### src/rtl/acc_flag_pkg.sv
package acc_flag_pkg;

    localparam int DATA_W = 8;
    localparam int OPC_W  = 4;
    localparam int FLAG_W = 4;

    // flag bit positions inside the status word
    localparam int FLG_N = 3;
    localparam int FLG_Z = 2;
    localparam int FLG_V = 1;
    localparam int FLG_C = 0;

    typedef enum logic [2:0] {
        CLS_LOAD  = 3'd0,
        CLS_STORE = 3'd1,
        CLS_ADD   = 3'd2,
        CLS_SUB   = 3'd3,
        CLS_CMP   = 3'd4,
        CLS_TEST  = 3'd5,
        CLS_NONE  = 3'd7
    } op_class_e;

endpackage

### src/rtl/acc_op_decode.sv
module acc_op_decode
    import acc_flag_pkg::*;
#(
    parameter int OW = OPC_W
) (
    input  logic [OW-1:0] opcode,
    output op_class_e     op_class,
    output logic          acc_sel
);

    localparam int GRP_W = OW - 1;

    logic [GRP_W-1:0] group;

    assign group   = opcode[OW-1:1];
    assign acc_sel = opcode[0];

    always_comb begin
        unique case (group)
            GRP_W'(0): op_class = CLS_LOAD;
            GRP_W'(1): op_class = CLS_STORE;
            GRP_W'(2): op_class = CLS_ADD;
            GRP_W'(3): op_class = CLS_SUB;
            GRP_W'(4): op_class = CLS_CMP;
            GRP_W'(5): op_class = CLS_TEST;
            default:   op_class = CLS_NONE;
        endcase
    end

endmodule

### src/rtl/acc_arith_core.sv
module acc_arith_core
    import acc_flag_pkg::*;
#(
    parameter int W = DATA_W
) (
    input  op_class_e         op_class,
    input  logic [W-1:0]      x_val,
    input  logic [W-1:0]      m_val,
    input  logic [FLAG_W-1:0] flags_q,
    output logic [W-1:0]      result,
    output logic [FLAG_W-1:0] flags_d,
    output logic              wr_acc,
    output logic              wr_store,
    output logic              wr_flags
);

    localparam int MSB = W - 1;

    logic [W-1:0] sum;
    logic [W-1:0] diff;
    logic [W-1:0] m_sub;
    logic         add_v, add_c, sub_v, sub_c;

    // test uses zero as the subtrahend
    assign m_sub = (op_class == CLS_TEST) ? '0 : m_val;

    assign sum  = x_val + m_val;
    assign diff = x_val - m_sub;

    assign add_v = (x_val[MSB] & m_val[MSB] & ~sum[MSB])
                 | (~x_val[MSB] & ~m_val[MSB] & sum[MSB]);
    assign add_c = (x_val[MSB] & m_val[MSB]) | (m_val[MSB] & ~sum[MSB])
                 | (~sum[MSB] & x_val[MSB]);

    assign sub_v = (x_val[MSB] & ~m_sub[MSB] & ~diff[MSB])
                 | (~x_val[MSB] & m_sub[MSB] & diff[MSB]);
    assign sub_c = (m_sub > x_val);

    always_comb begin
        result   = '0;
        wr_acc   = 1'b0;
        wr_store = 1'b0;
        wr_flags = 1'b1;
        flags_d  = flags_q;
        unique case (op_class)
            CLS_LOAD: begin
                result = m_val;
                wr_acc = 1'b1;
                flags_d[FLG_V] = 1'b0;
            end
            CLS_STORE: begin
                result   = x_val;
                wr_store = 1'b1;
                flags_d[FLG_V] = 1'b0;
            end
            CLS_ADD: begin
                result = sum;
                wr_acc = 1'b1;
                flags_d[FLG_V] = add_v;
                flags_d[FLG_C] = add_c;
            end
            CLS_SUB: begin
                result = diff;
                wr_acc = 1'b1;
                flags_d[FLG_V] = sub_v;
                flags_d[FLG_C] = sub_c;
            end
            CLS_CMP, CLS_TEST: begin
                result = diff;
                flags_d[FLG_V] = sub_v;
                flags_d[FLG_C] = sub_c;
            end
            default: begin
                wr_flags = 1'b0;
            end
        endcase
        if (wr_flags) begin
            flags_d[FLG_N] = result[MSB];
            flags_d[FLG_Z] = (result == '0);
        end
    end

endmodule

### src/rtl/acc_flag_unit.sv
module acc_flag_unit
    import acc_flag_pkg::*;
#(
    parameter int W    = DATA_W,
    parameter int OW   = OPC_W,
    parameter int NACC = 2
) (
    input  logic              clk,
    input  logic              rst,
    input  logic              op_valid,
    input  logic [OW-1:0]     opcode,
    input  logic [W-1:0]      operand,
    output logic [W-1:0]      acc_a,
    output logic [W-1:0]      acc_b,
    output logic [W-1:0]      store_data,
    output logic [FLAG_W-1:0] flags
);

    localparam int SEL_W = (NACC > 1) ? $clog2(NACC) : 1;

    op_class_e         op_class;
    logic              acc_sel;
    logic [W-1:0]      acc_q [NACC];
    logic [W-1:0]      x_val;
    logic [W-1:0]      result;
    logic [FLAG_W-1:0] flags_q, flags_d;
    logic [W-1:0]      store_q;
    logic              wr_acc, wr_store, wr_flags;

    acc_op_decode #(.OW(OW)) u_dec (
        .opcode   (opcode),
        .op_class (op_class),
        .acc_sel  (acc_sel)
    );

    assign x_val = acc_q[SEL_W'(acc_sel)];

    acc_arith_core #(.W(W)) u_core (
        .op_class (op_class),
        .x_val    (x_val),
        .m_val    (operand),
        .flags_q  (flags_q),
        .result   (result),
        .flags_d  (flags_d),
        .wr_acc   (wr_acc),
        .wr_store (wr_store),
        .wr_flags (wr_flags)
    );

    for (genvar i = 0; i < NACC; i++) begin : g_acc
        always_ff @(posedge clk) begin
            if (rst) begin
                acc_q[i] <= '0;
            end else if (op_valid && wr_acc && (SEL_W'(acc_sel) == SEL_W'(i))) begin
                acc_q[i] <= result;
            end
        end
    end

    always_ff @(posedge clk) begin
        if (rst) begin
            flags_q <= '0;
            store_q <= '0;
        end else if (op_valid) begin
            if (wr_flags) flags_q <= flags_d;
            if (wr_store) store_q <= result;
        end
    end

    assign acc_a      = acc_q[0];
    assign acc_b      = acc_q[1];
    assign store_data = store_q;
    assign flags      = flags_q;

endmodule

### config.mk
export PLATFORM = sky130hd
export DESIGN_NAME = acc_flag_unit
export DESIGN_NICKNAME = d
export VERILOG_FILES = /design/src/rtl/acc_flag_pkg.sv /design/src/rtl/acc_op_decode.sv /design/src/rtl/acc_arith_core.sv /design/src/rtl/acc_flag_unit.sv
export SDC_FILE = /design/constraint.sdc
export NUM_CORES = 1
export LEC_CHECK = 0
export BUFFER_PORTS_ARGS = -buffer_cell sky130_fd_sc_hd__clkbuf_2
export CELL_PAD_IN_SITES_DETAIL_PLACEMENT = 0
export CELL_PAD_IN_SITES_GLOBAL_PLACEMENT = 1
export CORE_MARGIN = 2
export CORE_UTILIZATION = 25
export CTS_BUF_LIST = sky130_fd_sc_hd__clkbuf_8 sky130_fd_sc_hd__clkbuf_16
export DETAILED_ROUTE_END_ITERATION = 10
export PLACE_DENSITY = 0.49
export SYNTH_ARGS = -nofsm -noshare
export SYNTH_HDL_FRONTEND = slang
export SYNTH_HIERARCHICAL = 1
export SYNTH_SLANG_ARGS = --single-unit
### constraint.sdc
create_clock -name clk -period 4.6 [get_ports clk]
set_input_delay 0.46 -clock clk [delete_from_list [all_inputs] [get_ports clk]]
set_output_delay 0.46 -clock clk [all_outputs]
set_load 0.02 [all_outputs]
==> metrics <==
clock skew=0.003321 ns; RD Place Congestion=0.7637; CTS tree=yes; die outline area=10,930 sq um; CTS root buf=clkbuf_8; post-synthesis cell count=272; Worst Hold Slack=0.5757 ns; Max FO, Critical Path=5; TNS Setup=0 ns; outcome=complete, no violations; GRT Total Usage=0.1410; final wirelength=7.357 mm; worst slew pin tran=0.9050 ns; Worst path slowest cell=or4_4; flops & latches, synth=28; CP required=4.81 ns; Critical Path AT=4.45 ns; fin crit share=0.9219; syn_area_per_cell=9.292 sq um; clock-pin transition on the worst setup and hold timing paths=0.09 ns; Async SR Flop Fraction=0; Max-Cap Viols=0; Slew HR=0.3954; DR iter-0 viols=89; area grow syn2layout=15.64%; Worst-Skew Late Latency=0.28 ns; mapped cell area=2527 sq um; min Tclk post-route=4.241 ns; post-route ant nets=0; # IOs=43; Port Buffers=42; Resized Gates After CTS=0; Die X=104.5 um; initial antenna violation count=0; Via density=4.685; area leader, netlist=edfxtp_1; number of flops mapped to enable cells by yosys=16; Sink Count=28; top cells by count, synth=21 x ha_1, 20 x a21oi_1, 19 x nand2_1, 19 x nand3_1, 17 x and2_1; Max Freq=0.2358 GHz; DIE HEIGHT=104.5 um; post-DR wirelength/cell=16.53 um; DR pass1 iterations=4; postcts setup bufs=0; Synth area leaders=edfxtp_1 19%, ha_1 10%, dfxtp_1 9.5%; fin nets=352; Pins Over Slew Limit=0; Synth Warn #=6; endpoints failing setup=0; crit path kind=primary input to flop; ant diodes=0; cts hold-fix bufs=0; Worst path max stage delay=0.58 ns; HPWL Detailed=5.882 mm; HP Class=flop to flop; core area=9774 sq um; Synth cell types=59; Worst VDD drop=0.0001256 V; row cnt=36; Synth top area share=0.1901; CP Launch Type=primary input; H-Tree Depth=1; Placed Cells=441; reg-to-reg slack, setup=0.38 ns; CP delay by family, top=simple AND/OR/NAND/NOR gates; leakage=0.001271 uW; register area share after synthesis=0.2851; buffer and inverter count on the worst path=2; vias after detailed routing=2,085; endpoint class of the critical path=flop; Hold Vio Cnt, Final=0; DRC=0; Longest Clk Path Bufs=2; initial core utilization=0.2586; largest net degree at the start of global routing=29; ratio of cells with drive above 1 in the final layout=0.2885; first-pass GRT wire length=12.26 mm; Post-Syn Nets=311; Pwr Total=712.0 uW; number of global-route vias before repair=2,148; cts bufs inserted=3; critical-path cell list=clkbuf_2 -> mux2_2 -> ha_1 -> nand3_1 -> a21boi_0 -> o21ai_0 -> nand2b_1 -> a21o_1 -> a21oi_1 -> fa_1 -> inv_1 -> o2111ai_1 -> a311oi_1 -> or4_4 -> or4_1 -> a21oi_1 -> nand3_1 -> a21oi_2; Congestion Overflow GR=0; ys flop type=edfxtp_1; pwr/cell area=243.6 nW/um^2; RSZ-0062 raised after global routing=false; fin cells=445; most numerous cell in the Yosys netlist=ha_1
placed cells by master (no fill, tap or decap), types with 7 or more instances in the layout:
cell       n
clkbuf_2  42
ha_1      21
a21oi_1   20
nand2_1   19
nand3_1   19
and2_1    17
edfxtp_1  16
inv_1     13
dfxtp_1   12
buf_4     12
mux2_2    10
mux2i_1    8
a21oi_2    7
cell type report:
class                           count  area, sq um
Tap cell                          133        166.4
Clock inverter                      1        3.754
Fill cell                        1063         6852
Inverter                           13        48.80
Timing Repair Buffer               54        300.3
Multi-Input combinational cell    213         1642
Sequential cell                    28        720.7
Clock buffer                        3        41.29
tightest hold or removal path, stage by stage, from the launching register on:
cell and delay [ns]:
dfxtp_1 0.32, a21bo_2 0.17, a21oi_1 0.05
routing by layer:
metal / share of wire / up-vias / GRT usage
li1: - / 1068 / -
met1: 0.51 / 974 / 0.2075
met2: 0.45 / 34 / 0.2171
met3: 0.031 / 9 / 0.01934
met4: 0.015 / 0 / 0.03185
met5: 0 / - / 0
cells by family (layout without fill, tap and decap cells):
family | after synthesis | in the layout | synth area share
AOI/OAI and AO/OA | 74 | 74 | 0.2188
xor gates and xnor gates | 10 | 10 | 0.03465
adders and majority gates | 24 | 24 | 0.1277
buffers and inverters | 31 | 71 | 0.06534
DFF | 28 | 28 | 0.2851
muxes | 18 | 18 | 0.07624
and+or+nand+nor | 87 | 87 | 0.1921
per-stage QoR:
step | setup slack [ns] | area [sq um] | utilization
finish | 0.3591 | 2923 | 0.2990
global route | 0.1127 | 2923 | 0.2990
CTS | 0.3860 | 2923 | 0.2990
detailed placement | 0.09933 | 2878 | 0.2944
global placement | 0.1264 | 2878 | 0.2944
floorplan | 0.3180 | 2527 | -
registers in the layout (all words and copies together), names as in the netlist:
name        count
acc_q          16
store_data      8
flags           4
report_power, final:
group,switching [uW],internal [uW]
logic,172,120
clock network,77.8,60.0
registers,6.44,276
total,256,456
final timing paths:
check                                                start                    endpoint  cells past startpoint
worst min-delay path            store_data[3]$_SDFFE_PP0P_  store_data[3]$_SDFFE_PP0P_                      2
worst max register to register   acc_q[0][2]$_SDFFCE_PN0P_       flags[2]$_SDFFE_PP0P_                     17
worst min register to register  store_data[3]$_SDFFE_PP0P_  store_data[3]$_SDFFE_PP0P_                      2
worst max-delay path                             opcode[0]       flags[2]$_SDFFE_PP0P_                     18
No activity file was read; power rests on OpenSTA's default activity.
